### src/rtl/tw_spi_pkg.sv
package tw_spi_pkg;

    typedef enum logic [1:0] {
        MODE_LOW  = 2'd0,
        MODE_HIGH = 2'd1,
        MODE_OVER = 2'd2
    } rd_mode_e;

    typedef enum logic [3:0] {
        ST_IDLE,
        ST_LOAD,
        ST_WLO,
        ST_WHI,
        ST_TURN,
        ST_TA1,
        ST_TA2,
        ST_RA,
        ST_RB,
        ST_WAIT
    } st_e;

    localparam int unsigned OVER_MIN_HZ = 100_000_000;
    localparam int unsigned HIGH_MIN_HZ = 75_000_000;

    // Speed class from block clock and integer step divider (0 acts as 1)
    function automatic rd_mode_e pick_mode(input int unsigned sys_hz, input int unsigned div);
        int unsigned d;
        int unsigned eff;
        d   = (div == 0) ? 1 : div;
        eff = sys_hz / d;
        if (eff > OVER_MIN_HZ)       return MODE_OVER;
        else if (eff >= HIGH_MIN_HZ) return MODE_HIGH;
        else                         return MODE_LOW;
    endfunction

    // Clock level during the capture step of a read bit
    function automatic logic capture_level(input rd_mode_e m);
        return (m != MODE_HIGH);
    endfunction

endpackage

### src/rtl/tw_spi_tick.sv
module tw_spi_tick #(
    parameter int DIV_W = 2
) (
    input  logic             clk,
    input  logic             rst,
    input  logic             hold,
    input  logic [DIV_W-1:0] div,
    output logic             tick
);
    logic [DIV_W-1:0] cnt;
    logic [DIV_W-1:0] last;

    assign last = (div == '0) ? '0 : div - 1'b1;
    assign tick = !hold && (cnt == last);

    always_ff @(posedge clk) begin
        if (rst || hold) cnt <= '0;
        else if (tick)   cnt <= '0;
        else             cnt <= cnt + 1'b1;
    end

    // with a divider above one, steps never come on consecutive cycles
    a_r8_no_back_to_back: assert property (@(posedge clk) disable iff (rst)
        (tick && div > 1) |=> !tick);

endmodule

### src/rtl/tw_spi_shreg.sv
module tw_spi_shreg #(
    parameter int W = 32
) (
    input  logic         clk,
    input  logic         rst,
    input  logic         load,
    input  logic [W-1:0] load_val,
    input  logic         shift,
    input  logic         shin,
    output logic [W-1:0] q
);
    always_ff @(posedge clk) begin
        if (rst)        q <= '0;
        else if (load)  q <= load_val;
        else if (shift) q <= {q[W-2:0], shin};
    end
endmodule

### src/rtl/tw_spi_master.sv
module tw_spi_master
    import tw_spi_pkg::*;
#(
    parameter int unsigned SYS_HZ = 150_000_000,
    parameter int          WORD_W = 32,
    parameter int          CNT_W  = 8,
    parameter int          DIV_W  = 2
) (
    input  logic              clk,
    input  logic              rst,
    input  logic [DIV_W-1:0]  clk_div,
    input  logic              req_valid,
    input  logic [CNT_W-1:0]  req_wr_words,
    input  logic [CNT_W-1:0]  req_rd_words,
    output logic              busy,
    input  logic [WORD_W-1:0] tx_data,
    input  logic              tx_valid,
    output logic              tx_ready,
    output logic [WORD_W-1:0] rx_data,
    output logic              rx_valid,
    output logic              rx_last,
    output logic              cs_n,
    output logic              sclk,
    output logic              dio_out,
    output logic              dio_oe,
    input  logic              dio_in,
    output logic              event_irq
);
    localparam int LSB_W = $clog2(WORD_W);
    localparam int BIT_W = CNT_W + LSB_W;
    localparam logic [LSB_W-1:0] LSB_ZERO = '0;

    st_e               st;
    logic [BIT_W-1:0]  xcnt, ycnt;
    logic [DIV_W-1:0]  div_q;
    rd_mode_e          mode;
    logic              oe_q, cs_q, irq_q, rxv_q, rxl_q;
    logic              accept, hold, tick, samp_lvl;
    logic [WORD_W-1:0] tx_q;

    assign accept   = req_valid && (st == ST_IDLE || st == ST_WAIT);
    assign hold     = (st == ST_IDLE) || (st == ST_LOAD) || (st == ST_WAIT);
    assign mode     = pick_mode(SYS_HZ, 32'(div_q));
    assign samp_lvl = capture_level(mode);

    tw_spi_tick #(.DIV_W(DIV_W)) u_tick (
        .clk(clk), .rst(rst), .hold(hold), .div(div_q), .tick(tick)
    );

    tw_spi_shreg #(.W(WORD_W)) u_tx (
        .clk(clk), .rst(rst),
        .load(st == ST_LOAD && tx_valid), .load_val(tx_data),
        .shift(st == ST_WHI && tick), .shin(1'b0), .q(tx_q)
    );

    tw_spi_shreg #(.W(WORD_W)) u_rx (
        .clk(clk), .rst(rst),
        .load(accept), .load_val('0),
        .shift(st == ST_RA && tick), .shin(dio_in), .q(rx_data)
    );

    always_ff @(posedge clk) begin
        if (rst) begin
            st    <= ST_IDLE;
            xcnt  <= '0;
            ycnt  <= '0;
            div_q <= '0;
            oe_q  <= 1'b1;
            cs_q  <= 1'b1;
            irq_q <= 1'b0;
            rxv_q <= 1'b0;
            rxl_q <= 1'b0;
        end else begin
            irq_q <= (st == ST_WAIT) && dio_in;
            rxv_q <= 1'b0;
            rxl_q <= 1'b0;
            if (accept) begin
                st    <= ST_LOAD;
                xcnt  <= {req_wr_words, LSB_ZERO} - BIT_W'(1);
                ycnt  <= {req_rd_words, LSB_ZERO} - BIT_W'(1);
                div_q <= clk_div;
                oe_q  <= 1'b1;
                cs_q  <= 1'b0;
            end else begin
                case (st)
                    ST_WAIT: if (dio_in) st <= ST_IDLE;
                    ST_LOAD: if (tx_valid) st <= ST_WLO;
                    ST_WLO:  if (tick) st <= ST_WHI;
                    ST_WHI: if (tick) begin
                        if (xcnt == '0) begin
                            st   <= ST_TURN;
                            oe_q <= 1'b0;
                        end else begin
                            xcnt <= xcnt - 1'b1;
                            st   <= (xcnt[LSB_W-1:0] == '0) ? ST_LOAD : ST_WLO;
                        end
                    end
                    ST_TURN: if (tick) st <= ST_TA1;
                    ST_TA1:  if (tick) st <= (mode == MODE_OVER) ? ST_TA2 : ST_RA;
                    ST_TA2:  if (tick) st <= ST_RA;
                    ST_RA: if (tick) begin
                        st <= ST_RB;
                        if (ycnt[LSB_W-1:0] == '0) begin
                            rxv_q <= 1'b1;
                            rxl_q <= (ycnt == '0);
                        end
                    end
                    ST_RB: if (tick) begin
                        if (ycnt == '0) begin
                            st   <= ST_WAIT;
                            cs_q <= 1'b1;
                        end else begin
                            ycnt <= ycnt - 1'b1;
                            st   <= ST_RA;
                        end
                    end
                    default: st <= ST_IDLE;
                endcase
            end
        end
    end

    always_comb begin
        case (st)
            ST_WHI:  sclk = 1'b1;
            ST_TA1:  sclk = (mode != MODE_LOW);
            ST_RA:   sclk = samp_lvl;
            ST_RB:   sclk = !samp_lvl;
            default: sclk = 1'b0;
        endcase
    end

    assign dio_oe    = oe_q;
    assign dio_out   = oe_q & tx_q[WORD_W-1];
    assign tx_ready  = (st == ST_LOAD);
    assign busy      = !(st == ST_IDLE || st == ST_WAIT);
    assign cs_n      = cs_q;
    assign event_irq = irq_q;
    assign rx_valid  = rxv_q;
    assign rx_last   = rxl_q;

    // a running transfer always holds chip select low
    a_r6_cs_while_busy: assert property (@(posedge clk) disable iff (rst)
        busy |-> !cs_n);

    // received words appear only while the wire is released
    a_r5_read_released: assert property (@(posedge clk) disable iff (rst)
        rx_valid |-> !dio_oe);

    // the interrupt follows a high data line
    a_r9_irq_after_line: assert property (@(posedge clk) disable iff (rst)
        event_irq |-> $past(dio_in));

    // outgoing words are taken only while driving under chip select
    a_r3_ready_driving: assert property (@(posedge clk) disable iff (rst)
        tx_ready |-> (dio_oe && !cs_n));

    // the wire is released with the clock low
    a_r4_turn_clock_low: assert property (@(posedge clk) disable iff (rst)
        $fell(dio_oe) |-> !sclk);

    // outside a transfer the clock rests low
    a_r9_idle_clock_low: assert property (@(posedge clk) disable iff (rst)
        !busy |-> !sclk);

endmodule

### config.mk
export PLATFORM = sky130hd
export DESIGN_NAME = tw_spi_master
export DESIGN_NICKNAME = d
export VERILOG_FILES = /design/src/rtl/tw_spi_pkg.sv /design/src/rtl/tw_spi_tick.sv /design/src/rtl/tw_spi_shreg.sv /design/src/rtl/tw_spi_master.sv
export SDC_FILE = /design/constraint.sdc
export NUM_CORES = 1
export LEC_CHECK = 0
export ABC_AREA = 1
export CAP_MARGIN = 30
export CORE_UTILIZATION = 40
export DETAILED_ROUTE_END_ITERATION = 6
export GPL_TIMING_DRIVEN = 0
export MAX_ROUTING_LAYER = met4
export PLACE_DENSITY = 0.66
export SETUP_SLACK_MARGIN = 0.3
export SYNTH_ARGS = -nofsm -noshare
export SYNTH_HDL_FRONTEND = slang
export SYNTH_SLANG_ARGS = --single-unit
### constraint.sdc
create_clock -name clk -period 1.5 [get_ports clk]
set_clock_uncertainty 0.2 [all_clocks]
set_input_delay 0.3 -clock clk [delete_from_list [all_inputs] [get_ports clk]]
set_output_delay 0.3 -clock clk [all_outputs]
set_load 0.02 [all_outputs]
Yosys cells after proc, flatten, opt, wreduce, memory -nomap -nowiden. Cells that the tools add are included.

Bits in registers: 103. Bits in latches: 0. Memory bits (writable): 0. ROM bits: 0. Bits of input ports: 55. Output and inout bits: 41. Word-level logic and storage cells: 128. Memories kept: 0.

$add $sub $neg: 6. $mul: 0. Divide/modulo/power cells: 1. Order comparisons: 2. Eq/ne operators: 32. Shift-type cells: 0. Mux-type cells: 35. Bitwise operators: 4. Reductions and logical operators: 35.

Operators by type and width (count): $mux W13 (8); $mux W32 (2); $sub A13 B1 Y13 const B (4); $mux W4 (10); $pmux W4 S9 (1); $div A28 B32 Y32 const A (1); $ge A32 B27 Y1 const B (1); $gt A32 B27 Y1 const B (1); $logic_not A13 Y1 (2); $ne A3 B3 Y1 const B (8); $ne A2 B2 Y1 const B (11); $reduce_and A9 Y1 (2); $eq A4 B3 Y1 const B (4); $reduce_and A3 Y1 (4); $reduce_bool A2 Y1 (6); $logic_not A5 Y1 (2); $eq A4 B2 Y1 const B (2); $eq A4 B4 Y1 const B (2); $mux W1 (8); $mux W2 (4); $logic_and A1 B1 Y1 (6); $reduce_or A5 Y1 (1); $eq A4 B1 Y1 const B (1); $logic_not A4 Y1 (1); 15 further kinds (23).

Logic depth before layout (Yosys ltp).
Word-level depth: 11. Mapped depth: 11. Gate-level depth less buffers: 11.

Modules after synthesis. A second synthesis with hierarchy kept.

Cells, all modules: 953. Area total of the unflattened synthesis: 6168.4 um^2.

Modules (own cells, without submodules): tw_spi_shreg (instances 2, cells each 246, area each 1664.1 um^2, sequential area each 640.6 um^2); tw_spi_master (instances 1, cells each 443, area each 2723.9 um^2, sequential area each 740.7 um^2); tw_spi_tick (instances 1, cells each 18, area each 116.4 um^2, sequential area each 40.0 um^2).

Least setup slack after synthesis. Ideal clock, no wire load.

Path type: reg2reg. Start: register st[3]. End: register u_tx.q[31]. Setup time: 0.116 ns. Arrival time: 1.383 ns. Required time: 1.184 ns. Path slack: -0.199 ns. Cell stages (with the launch flop): 11. Buffers on the path: 2. Period minus slack after synthesis: 1.699 ns. Path through: dfxtp_1 buf_2 inv_2 nand2_1 nor2_4 nand2_2 nand2_2 inv_2 buf_2 nor2_1 nor2_1.

Cells in the longest elaborated chain, start to end: 7. Elaborated cells between the ends (all ways): 12. Those cells by class: eq/ne (3); mux (1); reduce/logical (8).

RTL lines: start, declared (RTL line tw_spi_master.sv:33) `st_e st;`; start signal, assigned (RTL line tw_spi_master.sv:95) `st <= (xcnt[LSB_W-1:0] == '0) ? ST_LOAD : ST_WLO;`; start signal, assigned (RTL line tw_spi_master.sv:99) `ST_TA1: if (tick) st <= (mode == MODE_OVER) ? ST_TA2 : ST_RA;`; $eq A4 B1 Y1 (*); named net tx_ready (RTL line tw_spi_master.sv:18) `output logic tx_ready,`; $logic_or A1 B1 Y1 (2 in series) (RTL line tw_spi_master.sv:42) `assign hold = (st == ST_IDLE) || (st == ST_LOAD) || (st == ST_WAIT);`; $logic_not A1 Y1 (RTL line tw_spi_tick.sv:14) `assign tick = !hold && (cnt == last);`; $logic_and A1 B1 Y1 (RTL line tw_spi_tick.sv:14); $logic_and A1 B1 Y1 (RTL line tw_spi_master.sv:53) `.shift(st == ST_WHI && tick), .shin(1'b0), .q(tx_q)`; $reduce_bool A2 Y1 (no source line); end signal, assigned (RTL line tw_spi_shreg.sv:14) `else if (load) q <= load_val;`; end signal, assigned (RTL line tw_spi_shreg.sv:15) `else if (shift) q <= {q[W-2:0], shin};`; end, declared (RTL line tw_spi_shreg.sv:10) `output logic [W-1:0] q`.

The timed path passes the listed nets; every way through them passes the cells marked *. A chain may end at the register's enable or synchronous reset.

Final worst setup path.
Start: register st[0]. End: register u_rx.q[10].

Cells in the longest elaborated chain, start to end: 6. Elaborated cells between the ends (all ways): 12. Those cells by class: eq/ne (3); reduce/logical (9).

RTL lines: $eq A4 B1 Y1 / $logic_not A4 Y1 (equally long branches) (RTL line tw_spi_master.sv:42, tw_spi_master.sv:41); $logic_or A1 B1 Y1 (2 in series) (RTL line tw_spi_master.sv:42); $logic_not A1 Y1 (RTL line tw_spi_tick.sv:14); $logic_and A1 B1 Y1 (RTL line tw_spi_tick.sv:14); $logic_and A1 B1 Y1 (RTL line tw_spi_master.sv:59) `.shift(st == ST_RA && tick), .shin(dio_in), .q(rx_data)`; end signal, assigned (RTL line tw_spi_shreg.sv:14); end signal, assigned (RTL line tw_spi_shreg.sv:15); end, declared (RTL line tw_spi_shreg.sv:10).

Several ways; a longest one is shown, not always the timed one.

==> summary.txt <==
Global routing
  • Global routing usage summed across all routing layers: 24.8%
  • Wire length of the first global-routing pass: 27500 um
  • Pin count of the biggest net entering global routing: 19
  • Number of global-route vias before repair: 5695
  • Initial antenna violation count: 0
  • GR Overflow Total: 0

Setup path
  • Endpoint of the worst-slack reg-to-reg timing path: u_rx.q[10]
  • Highest cell delay on the worst timing path: 400 ps
  • Critical Path End Type: register
  • Count of buffer and inverter cells on the critical path: 5
  • Max FO, Critical Path: 6
  • Cell repeated most along the worst path: sky130_fd_sc_hd__buf_12
  • Kind of start point of the critical path: register
  • Slowest stage cell, crit path: sky130_fd_sc_hd__dfxtp_4
  • Category of cells accounting for the largest share of critical-path delay: buffers and inverters
  • Critical Path RT: 1540 ps
  • Data arrival time of the worst path: 1990 ps
  • Reg2Reg Setup Slack: -450 ps
  • Critical-path cell list: inv_4 -> nor2_4 -> nand3_4 -> a21oi_4 -> buf_12 -> nor2_4 -> buf_12 -> buf_12 -> buf_16 -> o21ai_2 -> nor2_1
  • Worst Reg-to-Reg Cells: 11
  • Type of the setup path with the least slack: register to register
  • Worst flop-to-flop path startpoint: st[0]

Detailed routing
  • Post-DR wirelength/cell: 15.2 um
  • Post-Route WL: 18800 um
  • Via count: 6251
  • Number of DRC violations after detailed-routing iteration 0: 343
  • DRC violation count after routing: 0
  • Detailed-route vias per instance: 5.05
  • Antenna-violating nets left: 0
  • Total iterations of the first detailed-routing run: 5

Synth
  • Flop and latch count out of synthesis: 103
  • Post-synthesis async set-or-reset flop share: 0%
  • Post-synthesis average cell area: 6.46 um^2
  • Top flip-flop cell by instance count after synthesis: sky130_fd_sc_hd__dfxtp_1
  • Post-synth cell types: 32
  • Share of the yosys chip area belonging to registers: 37.9%
  • Synthesized instance count: 842
  • Yosys warning count: 0
  • Mapped cell area: 5440 um^2
  • Synthesized Nets: 902
  • Post-synth EDFFs: 0

Floorplanning
  • Number of top-level pins: 96
  • Floorplan row count: 42
  • Die Outline Area: 14100 um^2
  • Standard cell core area: 13200 um^2
  • Die X-Extent: 119 um
  • Starting density of the core: 41.1%
  • Vertical die dimension: 119 um

Timing
  • Unrepaired setup endpoints after global routing: true
  • Worst setup margin: -446 ps
  • Pins over their slew limit: 0
  • Accumulated negative setup slack: -35770 ps
  • Final Hold Fails: 0
  • Highest achievable clock rate: 514 MHz
  • Transition time of the tightest slew-check pin: 612 ps
  • Final critical-path required period: 1950 ps
  • Final period utilization: 130%
  • Final setup fails: 103
  • Slew headroom: 59.2%

Cells and area
  • Final core utilization: 72.0%
  • Antenna Diode Count: 0
  • Share of cells above drive strength 1: 45.3%
  • Summed area of non-filler cells in the final layout: 9540 um^2
  • Final #Nets: 1116
  • Syn-to-layout area delta: 75.5%

Clock network
  • Number of buffers added to fix hold violations after cts: 0
  • Clock root buffer: sky130_fd_sc_hd__clkbuf_16
  • Max clock buf depth: 2
  • CTS H-tree lvls: 3
  • Number of sinks driven by the clock tree: 103
  • Clock edge transition at the registers on the reported setup and hold paths: 80 ps
  • Clock tree from TritonCTS: done
  • Clock buffer count from CTS: 9
  • Source-to-sink clock delay at the later pin of the worst-skew pair: 350 ps

Placement
  • Total half-perimeter wirelength after legalization and detailed placement: 10000 um
  • Worst slack, placed: -804 ps
  • Number of port buffers: 95
  • Post-place instance area: 6840 um^2
  • Gp weighted congestion: 0.863

Hold path
  • Worst Hold End: u_tx.q[13]
  • Min-delay worst type: register to register
  • Number of cells traversed by the worst hold path: 2
  • Hold Crit Start: u_tx.q[13]

Power and ir drop
  • Leakage power: 0.00415 uW
  • Total power per unit cell area: 930 nW/um^2
  • IR drop worst, VDD: 0.550 mV

Flow run
  • Max-capacitance violation count: 0

Status
  • Outcome: complete, but fails checks
  • Failing checks: negative setup slack
[registers in the layout, indices dropped and copies added, names as in the netlist, 2 cells and up]
name	cells
u_tick.cnt	2
ycnt	13
st	4
xcnt	13
u_rx.q	32
div_q	2
u_tx.q	32
[worst reg2reg max path, stage by stage (launching register included)]
cell and delay (ps):
sky130_fd_sc_hd__dfxtp_4 400, sky130_fd_sc_hd__inv_4 50, sky130_fd_sc_hd__nor2_4 160, sky130_fd_sc_hd__nand3_4 130
sky130_fd_sc_hd__a21oi_4 180, sky130_fd_sc_hd__buf_12 130, sky130_fd_sc_hd__nor2_4 40, sky130_fd_sc_hd__buf_12 150
sky130_fd_sc_hd__buf_12 140, sky130_fd_sc_hd__buf_16 130, sky130_fd_sc_hd__o21ai_2 60, sky130_fd_sc_hd__nor2_1 70
[metrics by stage]
stage	hold WS [ps]	cells	total power [uW]
2_1_floorplan	237	842	4610
6_report	259	1237	8870
3_5_place_dp	253	1113	5170
3_3_place_gp	249	1113	5150
4_1_cts	264	1213	8330
5_1_grt	275	1237	9280
[layout make-up]
| type | count | area (um^2) |
|---|---|---|
| buffer | 33 | 407 |
| clock buffer | 10 | 229 |
| clock inverter | 6 | 51.3 |
| fill | 973 | 3700 |
| inverter | 57 | 269 |
| multi-input combinational | 652 | 3960 |
| sequential | 103 | 2140 |
| tap | 176 | 220 |
| timing repair buffer | 200 | 2270 |
[where the power goes]
group          leakage, uW  internal, uW  switching [uW]  total (uW)
logic              0.00317          1680            1810        3490
registers         0.000860          2890             203        3090
clock network     0.000128          1150            1140        2290
total              0.00415          5720            3160        8870
[Yosys cell counts, drive strengths merged, types with 2 or more instances]
library cell | instances | area [um^2]
inv | 57 | 214
nor3 | 5 | 25.0
xor2 | 6 | 52.6
xnor2 | 8 | 70.1
nor2 | 146 | 598
nand3 | 53 | 310
nand2 | 298 | 1150
nand3b | 2 | 15.0
clkbuf | 6 | 22.5
a21oi | 60 | 319
nand4 | 7 | 43.8
o21ai | 52 | 260
or2 | 3 | 18.8
ha | 5 | 62.6
dfxtp | 103 | 2060
buf | 27 | 180
[metal layers]
metal | track usage (%) | up-vias | share of wire (%)
met4 | 9.26 | 0 | 2.5
met3 | 3.52 | 41 | 3.8
met2 | 41.7 | 160 | 51
met5 | - | - | 0
met1 | 30.1 | 2933 | 42
li1 | - | 3117 | -
[what timing repair did]
| action | CTS | global route |
|---|---|---|
| setup buffers | 69 | 20 |
| setup endpoints to repair | 144 | 144 |
| resized for setup | 441 | 176 |
| pin swaps | 46 | 74 |
| gates cloned | 15 | 4 |
[placed cells by master (no fill, tap or decap), types with 7 or more instances in the layout]
| cell type | n |
|---|---|
| sky130_fd_sc_hd__buf_16 | 8 |
| sky130_fd_sc_hd__o21ai_1 | 9 |
| sky130_fd_sc_hd__nand4_1 | 7 |
| sky130_fd_sc_hd__a21oi_1 | 29 |
| sky130_fd_sc_hd__buf_4 | 61 |
| sky130_fd_sc_hd__xnor2_1 | 8 |
| sky130_fd_sc_hd__inv_2 | 10 |
| sky130_fd_sc_hd__nor2_1 | 101 |
| sky130_fd_sc_hd__clkdlybuf4s50_1 | 53 |
| sky130_fd_sc_hd__nand3_4 | 11 |
| sky130_fd_sc_hd__buf_12 | 15 |
| sky130_fd_sc_hd__nand3_2 | 16 |
| sky130_fd_sc_hd__nand2_2 | 42 |
| sky130_fd_sc_hd__a21oi_2 | 29 |
| sky130_fd_sc_hd__dfxtp_1 | 52 |
| sky130_fd_sc_hd__nor2_2 | 22 |
| sky130_fd_sc_hd__buf_6 | 66 |
| sky130_fd_sc_hd__clkbuf_16 | 13 |
| sky130_fd_sc_hd__inv_4 | 7 |
| sky130_fd_sc_hd__buf_8 | 19 |
| sky130_fd_sc_hd__o21ai_2 | 35 |
| sky130_fd_sc_hd__nor2_4 | 24 |
| sky130_fd_sc_hd__nand2_1 | 229 |
| sky130_fd_sc_hd__nand3_1 | 26 |
| sky130_fd_sc_hd__inv_1 | 36 |
| sky130_fd_sc_hd__o21ai_0 | 8 |
| sky130_fd_sc_hd__nand2_4 | 24 |
| sky130_fd_sc_hd__dfxtp_2 | 46 |
[cell families after synthesis]
group / after synthesis / synth area share, %
flops: 103 / 37.9
compound gates: 116 / 11.2
buf+inv: 90 / 7.66
fa+ha+maj: 5 / 1.15
simple gates: 514 / 39.8
xor+xnor: 14 / 2.26
[how the worst max path moves through the flow]
stage | start | slack [ps] | cells past startpoint | to
final | st[0] | -450 | 11 | u_rx.q[10]
after global routing | st[0] | -510 | 11 | u_rx.q[10]
after CTS | st[2] | -370 | 5 | sclk
after detailed placement | rst | -800 | 4 | st[0]
after global placement | rst | -800 | 4 | u_tx.q[30]
after floorplan | st[0] | -150 | 10 | u_tx.q[31]
No activity file was read; power rests on OpenSTA's default activity.
